### src/rtl/eth_frame_finisher.sv
module eth_frame_finisher #(
  parameter int LEN_W    = 16,
  parameter int MAXL_W   = 11,
  parameter int MIN_DATA = 60,
  parameter int FCS_B    = 4
) (
  input  logic              clk,
  input  logic              rst_n,
  input  logic [MAXL_W-1:0] cfg_max_len,
  input  logic              in_valid,
  output logic              in_ready,
  input  logic [7:0]        in_data,
  input  logic              in_last,
  input  logic              in_fcs_en,
  input  logic              in_bad_fcs,
  output logic              out_valid,
  output logic [7:0]        out_data,
  output logic              out_last,
  output logic              stat_valid,
  output logic [LEN_W-1:0]  stat_len,
  output logic              stat_babble,
  output logic              stat_fcs,
  output logic              stat_bad
);
  localparam logic [31:0] POLY_R = 32'hEDB88320;
  localparam int IDX_W = $clog2(FCS_B);

  typedef enum logic [1:0] {S_DATA, S_PAD, S_FCS, S_STAT} st_t;

  st_t              st;
  logic [31:0]      crc;
  logic [LEN_W-1:0] cnt;
  logic [IDX_W-1:0] idx;
  logic             fcs_q, bad_q;

  function automatic logic [31:0] crc_step(input logic [31:0] c, input logic [7:0] b);
    logic [31:0] r;
    r = c ^ {24'd0, b};
    for (int i = 0; i < 8; i++)
      r = r[0] ? ((r >> 1) ^ POLY_R) : (r >> 1);
    return r;
  endfunction

  wire [LEN_W-1:0] cnt_nx  = cnt + 1'b1;
  wire [LEN_W-1:0] max_ext = LEN_W'(cfg_max_len);
  wire [31:0]      fcs_w   = bad_q ? crc : ~crc;
  wire [7:0]       fcs_b   = fcs_w[8*idx +: 8];
  wire             take    = in_valid && in_ready;
  wire             pad_nd  = in_fcs_en && (cnt_nx < LEN_W'(MIN_DATA));
  wire             tail    = in_fcs_en || in_bad_fcs;

  assign in_ready = (st == S_DATA);

  always_ff @(posedge clk) begin
    if (!rst_n) begin
      st <= S_DATA; crc <= '1; cnt <= '0; idx <= '0;
      fcs_q <= 1'b0; bad_q <= 1'b0;
      out_valid <= 1'b0; out_data <= '0; out_last <= 1'b0;
      stat_valid <= 1'b0; stat_len <= '0; stat_babble <= 1'b0;
      stat_fcs <= 1'b0; stat_bad <= 1'b0;
    end else begin
      stat_valid <= 1'b0;
      out_valid  <= 1'b0;
      out_last   <= 1'b0;
      case (st)
        S_DATA: if (take) begin
          out_valid <= 1'b1;
          out_data  <= in_data;
          crc       <= crc_step(crc, in_data);
          cnt       <= cnt_nx;
          if (in_last) begin
            fcs_q    <= in_fcs_en;
            bad_q    <= in_bad_fcs;
            idx      <= '0;
            out_last <= !tail;
            st       <= pad_nd ? S_PAD : (tail ? S_FCS : S_STAT);
          end
        end
        S_PAD: begin
          out_valid <= 1'b1;
          out_data  <= 8'd0;
          crc       <= crc_step(crc, 8'd0);
          cnt       <= cnt_nx;
          if (cnt_nx == LEN_W'(MIN_DATA)) st <= S_FCS;
        end
        S_FCS: begin
          out_valid <= 1'b1;
          out_data  <= fcs_b;
          cnt       <= cnt_nx;
          idx       <= idx + 1'b1;
          if (idx == IDX_W'(FCS_B-1)) begin
            out_last <= 1'b1;
            st       <= S_STAT;
          end
        end
        default: begin
          stat_valid  <= 1'b1;
          stat_len    <= cnt;
          stat_babble <= cnt > max_ext;
          stat_fcs    <= fcs_q;
          stat_bad    <= bad_q;
          cnt         <= '0;
          crc         <= '1;
          st          <= S_DATA;
        end
      endcase
    end
  end

  assert_pass_through_R1: assert property (@(posedge clk) disable iff (!rst_n)
    $past(in_valid && in_ready) |-> (out_valid && out_data == $past(in_data)));

  assert_gap_after_last_R3: assert property (@(posedge clk) disable iff (!rst_n)
    (out_valid && out_last) |=> !out_valid);

  assert_pad_min_R5: assert property (@(posedge clk) disable iff (!rst_n)
    (stat_valid && stat_fcs) |-> (stat_len >= LEN_W'(MIN_DATA + FCS_B)));

  assert_babble_len_R6: assert property (@(posedge clk) disable iff (!rst_n)
    stat_valid |-> (stat_babble == (stat_len > max_ext)));

  assert_stat_after_last_R7: assert property (@(posedge clk) disable iff (!rst_n)
    stat_valid |-> $past(out_valid && out_last));

  assert_stat_single_R7: assert property (@(posedge clk) disable iff (!rst_n)
    stat_valid |=> !stat_valid);
endmodule

### config.mk
export PLATFORM = sky130hd
export DESIGN_NAME = eth_frame_finisher
export DESIGN_NICKNAME = d
export VERILOG_FILES = /design/src/rtl/eth_frame_finisher.sv
export SDC_FILE = /design/constraint.sdc
export NUM_CORES = 1
export LEC_CHECK = 0
export BUFFER_PORTS_ARGS = -buffer_cell sky130_fd_sc_hd__buf_2
export CAP_MARGIN = 20
export CORE_ASPECT_RATIO = 0.8
export CORE_UTILIZATION = 55
export DETAILED_ROUTE_END_ITERATION = 12
export PLACE_DENSITY = 0.75
export SKIP_CTS_REPAIR_TIMING = 1
export SYNTH_ARGS = -nofsm -noshare
export SYNTH_HDL_FRONTEND = slang
export SYNTH_SLANG_ARGS = --single-unit
### constraint.sdc
create_clock -name clk -period 2.5 [get_ports clk]
set_clock_uncertainty 0.15 [all_clocks]
set_input_delay 0.375 -clock clk [delete_from_list [all_inputs] [get_ports clk]]
set_output_delay 0.375 -clock clk [all_outputs]
set_load 0.01 [all_outputs]
==> key figures, run 1 <==
Yosys
  – Syn Inst Count: 718
  – Top FF cell, synth: dfxtp_1
  – Share of the synthesized area in the top cell type: 27.5%
  – Yosys warns: 0
  – Post-synth cell types: 61
  – Sequential fraction of the synthesis area: between 20 and 30%
  – Yosys reg bits: between 80 and 90
  – Mean area per synthesized cell: between 8 and 9 sq um
  – Area leader, netlist: dfxtp_1
  – Syn_nets: about 760
  – Area contributors post-synth: dfxtp_1, xnor2_1, xor2_1
  – Number of flops mapped to enable cells by yosys: 0
  – Cell Area, Synth: 6110 sq um
  – Ys async rst share: 0%

Global route
  – Total global-route track usage: a little under a third
  – Number of global-route vias before repair: 5078
  – Overflow after GRT: 0
  – Global-route wire length before repair: 26700 um
  – Antenna violations before repair: 0
  – Pin count of the biggest net entering global routing: 32

STA
  – Tmin final: 2410 ps
  – Setup Total Neg Slack: 0 ps
  – Slew HR: 58.0%
  – Final hold vios: 0
  – Fmax: 416 MHz
  – Slew @ Worst Pin: roughly 630 ps
  – Final Cycle Share: a little over nine tenths
  – Slew Viols, Final: 0
  – Final setup vio count: 0
  – RSZ-0062 raised after global routing: no

CTS
  – H-tree levels: 3
  – Clk sinks: 84
  – Clock-pin slew of the registers on the worst-case setup and hold paths: 70 ps
  – CTS Buffer Depth: 2
  – Root Buffer: clkbuf_16
  – CTS tree: built
  – Clk_lat worst skew: 340 ps
  – CTS buffer count: 9

Setup path
  – CP top delay family: compound AO/OA/AOI/OAI gates
  – CP startpoint: cnt[0]
  – Required @ worst endpoint: 2580 ps
  – Slowest CP cell: or4_1
  – Worst Path Buf+Inv: 0
  – Setup crit end kind: register
  – Worst r2r src: cnt[0]
  – Crit Path Max Fanout: 6
  – Critical path class: reg -> reg
  – CP cell instances: ha_1 -> nand4_2 -> nor2_1 -> or4_1 -> a22o_1 -> o31a_1 -> o21ai_0 -> mux2i_1
  – Max stage delay on crit path: 410 ps
  – Critical Path AT: 2480 ps
  – Worst setup SP type: register

Placed design
  – DP Cell Count: 912
  – IO buf count: 55
  – Placer Congestion: 0.982
  – DP HPWL: 13000 um

Hold path
  – Hold Path Class: in -> reg
  – Hold Path Origin: in_bad_fcs

Floorplan
  – I/O pins: 56
  – Initial core utilization: 56.4%
  – Width of the die: 120 um
  – Core area: about 11000 sq um
  – Die height: 96.3 um
  – Die area: 11500 sq um
  – Rows: 34

Finish
  – Layout cells sized above 1: 20.0%
  – Non-Filler Instances: 928
  – Post-Route Utilization: 64.7%
  – Final #Nets: 822
  – Antenna cells: 0
  – Syn-to-layout area delta: 14.8%

Detailed routing
  – Remaining antenna violation count: 0
  – DRC Markers: 0
  – Via/cell ratio: 6.06
  – DR vias: 5627
  – TritonRoute pass-1 iters: 7
  – Drt wl/cell: 18.9 um
  – DR iter-0 viols: about 540
  – Drt total wl: between 15000 and 20000 um

Power
  – Power Density: 1250 nW/um^2
  – P_leak: 2.84 nW
  – Worst IR drop on VDD: approximately 530 uV

Run status
  – Status: complete, no violations

Run
  – Max cap viols: 0
[tightest hold or removal path, stage by stage]
cell	delay, ps
buf_2	110
mux2i_1	80
nor2b_1	100
[sequential cells by signal, indices dropped and copies added (netlist names)]
name         count
bad_q            1
stat_valid       1
out_last         1
out_data         8
out_valid        1
crc             32
idx              2
cnt             16
st               2
fcs_q            1
stat_bad         1
stat_fcs         1
stat_babble      1
stat_len        16
[cells in the mapped netlist (3+ instances only)]
cell type and count:
buf_4 7, mux4_2 8, nor3_1 18, nand3_1 19, ha_1 18, o211a_1 10, o21ai_0 45, a211oi_1 4
buf_2 8, xnor2_2 10, nor2b_1 33, o22a_1 4, xor2_4 3, a221oi_1 12, and2_1 16, o21a_1 3
clkbuf_1 37, dfxtp_1 84, xnor2_1 76, mux2i_1 27, o31ai_1 3, nand4_1 5, a21oi_1 40, o21ai_1 3
inv_1 26, or3_1 4, nand2_1 51, xor2_1 41, o211ai_1 13, nor2_1 48, and4_1 3
[power breakdown]
part           internal (mW)  switching [mW]
registers               1.61           0.402
clock network          0.781           0.603
logic                   2.46            2.89
[cell families (layout without fill, tap and decap cells)]
logic type | Yosys count | after routing | share of synthesized area [%]
adder cells (fa/ha/maj) | 18 | 18 | 3.68
multiplexers | 35 | 35 | 7.37
buffers and inverters | 83 | 149 | 5.96
AO/OA/AOI/OAI | 155 | 155 | 16.5
AND/OR/NAND/NOR | 211 | 211 | 17.3
flip-flops | 84 | 84 | 27.5
XOR/XNOR | 132 | 132 | 21.7
[placed cells by master (no fill, tap or decap), drive strengths merged, types with 4 or more instances in the layout]
| master | netlist | layout |
|---|---|---|
| buf | 19 | 107 |
| xnor2 | 88 | 88 |
| dfxtp | 84 | 84 |
| nand2 | 51 | 51 |
| nor2 | 48 | 48 |
| o21ai | 48 | 48 |
| xor2 | 44 | 44 |
| a21oi | 40 | 40 |
| nor2b | 33 | 33 |
| inv | 26 | 28 |
| mux2i | 27 | 27 |
| nand3 | 19 | 19 |
| nor3 | 19 | 19 |
| ha | 18 | 18 |
| and2 | 16 | 16 |
| o211ai | 13 | 13 |
| a221oi | 13 | 13 |
| o211a | 10 | 10 |
| clkbuf | 38 | 9 |
| mux4 | 8 | 8 |
| nand4 | 6 | 6 |
| a211oi | 4 | 4 |
| o22a | 4 | 4 |
| or3 | 4 | 4 |
[layout make-up]
| class | count | area [sq um] |
|---|---|---|
| Clock inverter | 7 | 73.8 |
| Fill cell | 898 | 3830 |
| Clock buffer | 9 | 225 |
| Timing Repair Buffer | 107 | 666 |
| Sequential cell | 84 | 1680 |
| Multi-Input combinational cell | 551 | 4090 |
| Inverter | 26 | 97.6 |
| Tap cell | 144 | 180 |
[metrics by stage]
stage                     worst slack [ps]  hold slack [ps]  area [sq um]  total power, mW
after floorplan                        133              327          6110             5.80
after global placement                 192              325          6700             7.09
after detailed placement              87.9              336          6700             7.23
after CTS                             25.5              195          6990             8.65
after global routing                  28.5              215          7020             9.22
final                                 93.4              206          7020             8.75
[layer usage]
layer | track usage (%) | vias to the layer above | part of all wire (%) | routed length (um)
li1 | - | 2600 | - | -
met1 | 42.6 | 2691 | 45 | 7960
met2 | 46.1 | 303 | 43 | 7530
met3 | 8.06 | 33 | 10 | 1750
met4 | 9.06 | 0 | 1.7 | 296
met5 | 0 | - | 0 | 0
[worst paths after layout]
path	endpoint	slack, ps	cells after the start
hold reg to reg	out_data[0]	350	1
setup / recovery	st[1]	90	8
hold / removal	bad_q	210	3
setup reg to reg	st[1]	90	8
Power figures use the tool's default switching activity.
==> inputs of run 2 (changes only) <==
--- a/config.mk
+++ b/config.mk
@@ -10,6 +10,7 @@
 export CORE_ASPECT_RATIO = 0.8
 export CORE_UTILIZATION = 55
 export DETAILED_ROUTE_END_ITERATION = 12
+export MAX_ROUTING_LAYER = met4
 export PLACE_DENSITY = 0.75
 export SKIP_CTS_REPAIR_TIMING = 1
 export SYNTH_ARGS = -nofsm -noshare
==> key figures, run 2 (same netlist as run 1, synthesis figures left out) <==
Floorplan
  – Width of the die: roughly 120 um
  – Core area: 10800 sq um
  – Die area: 11500 sq um
  – Initial core utilization: 56.4%
  – I/O pins: between 50 and 60
  – Die height: 96.3 um
  – Rows: 34

Detailed routing
  – TritonRoute pass-1 iters: 6
  – Via/cell ratio: 5.98
  – DR vias: 5558
  – Drt total wl: 17800 um
  – Remaining antenna violation count: 0
  – Drt wl/cell: 19.2 um
  – DR iter-0 viols: about 640
  – DRC Markers: 0

Finish
  – Number of flip-flops in the largest register: 32
  – Top flop regs: crc (32), cnt (16), stat_len (16)
  – Post-Route Utilization: between 60% and 70%
  – Final #Nets: 823
  – Fill cell total of the finished layout: 909
  – Commonest cells after routing, fill and taps aside: dfxtp_1, xnor2_1, buf_2, buf_4, nand2_1
  – Syn-to-layout area delta: 16.1%
  – Layout cells sized above 1: 20.5%
  – Final Instance Area: roughly 7100 sq um
  – Antenna cells: 0
  – Most common cell after layout, fill and taps aside: dfxtp_1
  – Largest register by flop count: crc

CTS
  – CTS Buffer Depth: 2
  – Clk_lat worst skew: 350 ps
  – CTS tree: built
  – Root Buffer: clkbuf_16
  – CTS buffer count: 9
  – Clock-pin slew of the registers on the worst-case setup and hold paths: about 70 ps
  – Clk sinks: 84
  – H-tree levels: 3

Placed design
  – IO buf count: 55
  – DP HPWL: 13000 um
  – Placer Congestion: 0.996
  – Placed inst area: 6700 sq um
  – Post-Place Setup Slack: 115 ps

STA
  – Slew HR: between 50 and 60%
  – Final setup vio count: 0
  – RSZ-0062 raised after global routing: no
  – Setup Total Neg Slack: 0 ps
  – Slew @ Worst Pin: 663 ps
  – Fmax: between 400 and 500 MHz
  – Slew Viols, Final: 0
  – Tmin final: 2390 ps
  – Final Cycle Share: 95.6%
  – Final hold vios: 0
  – Final WS setup: 111 ps

Setup path
  – Critical Path AT: around 2500 ps
  – Critical path class: reg -> reg
  – Crit Path Max Fanout: 6
  – Worst setup SP type: register
  – Setup crit end kind: register
  – Required @ worst endpoint: roughly 2600 ps

Run status
  – Status: complete, no violations

Run
  – Max cap viols: 0

Global route
  – Antenna violations before repair: 0
  – Number of global-route vias before repair: 5251
  – Overflow after GRT: 0
  – Global-route wire length before repair: 28300 um
  – Pin count of the biggest net entering global routing: 38
  – Total global-route track usage: 33.2%

Power
  – Worst IR drop on VDD: between 600 and 700 uV
  – P_leak: slightly below 3 nW
  – Power, Total: 8.94 mW
  – Power Density: 1260 nW/um^2

Hold path
  – Hold Path Class: in -> reg
==> run 2: report_power, final <==
| part | internal [mW] | total (mW) | switching [mW] | leakage (nW) |
|---|---|---|---|---|
| clock network | 0.912 | 1.52 | 0.608 | 0.160 |
| logic | 2.50 | 5.44 | 2.94 | 2.03 |
| registers | 1.61 | 1.98 | 0.370 | 0.688 |
| total | 5.02 | 8.94 | 3.92 | 2.88 |
==> run 2: routing by layer <==
layer | share of wire, % | vias to the layer above | GRT usage, %
li1 | - | 2606 | -
met1 | 46 | 2629 | 45.8
met2 | 43 | 290 | 47.8
met3 | 10 | 33 | 8.06
met4 | 1.5 | 0 | 9.27
met5 | 0 | - | -
==> run 2: worst paths after layout <==
| path | start | endpoint | slack [ps] | cells after the start |
|---|---|---|---|---|
| worst min-delay path | in_bad_fcs | bad_q | 180 | 3 |
| worst max-delay path | cnt[0] | st[1] | 110 | 8 |
| worst min register to register | out_data[3] | out_data[3] | 350 | 1 |
| worst max register to register | cnt[0] | st[1] | 110 | 8 |
==> run 2: cell type report <==
| cell class | count | area [sq um] | share of cell area, % |
|---|---|---|---|
| repair buffers | 108 | 686 | 9.66 |
| well taps | 144 | 180 | 2.54 |
| flip-flops and latches | 84 | 1680 | 23.7 |
| inverters | 26 | 97.6 | 1.37 |
| clock buffers | 10 | 239 | 3.37 |
| multi-input cells | 551 | 4120 | 58.0 |
| clock inverters | 6 | 93.8 | 1.32 |
==> run 2: critical path: stages (launching register included) <==
cell and delay (ps):
dfxtp_1 310, ha_1 260, nand4_4 170, nor2_1 100, or4_1 400, a22o_1 300
o31a_1 320, o21ai_1 170, mux2i_1 90
==> run 2: through the flow <==
stage          cells  hold slack (ps)
5_1_grt          929              197
6_report         929              181
4_1_cts          927              175
3_3_place_gp     911              326
2_1_floorplan    718              327
3_5_place_dp     911              336
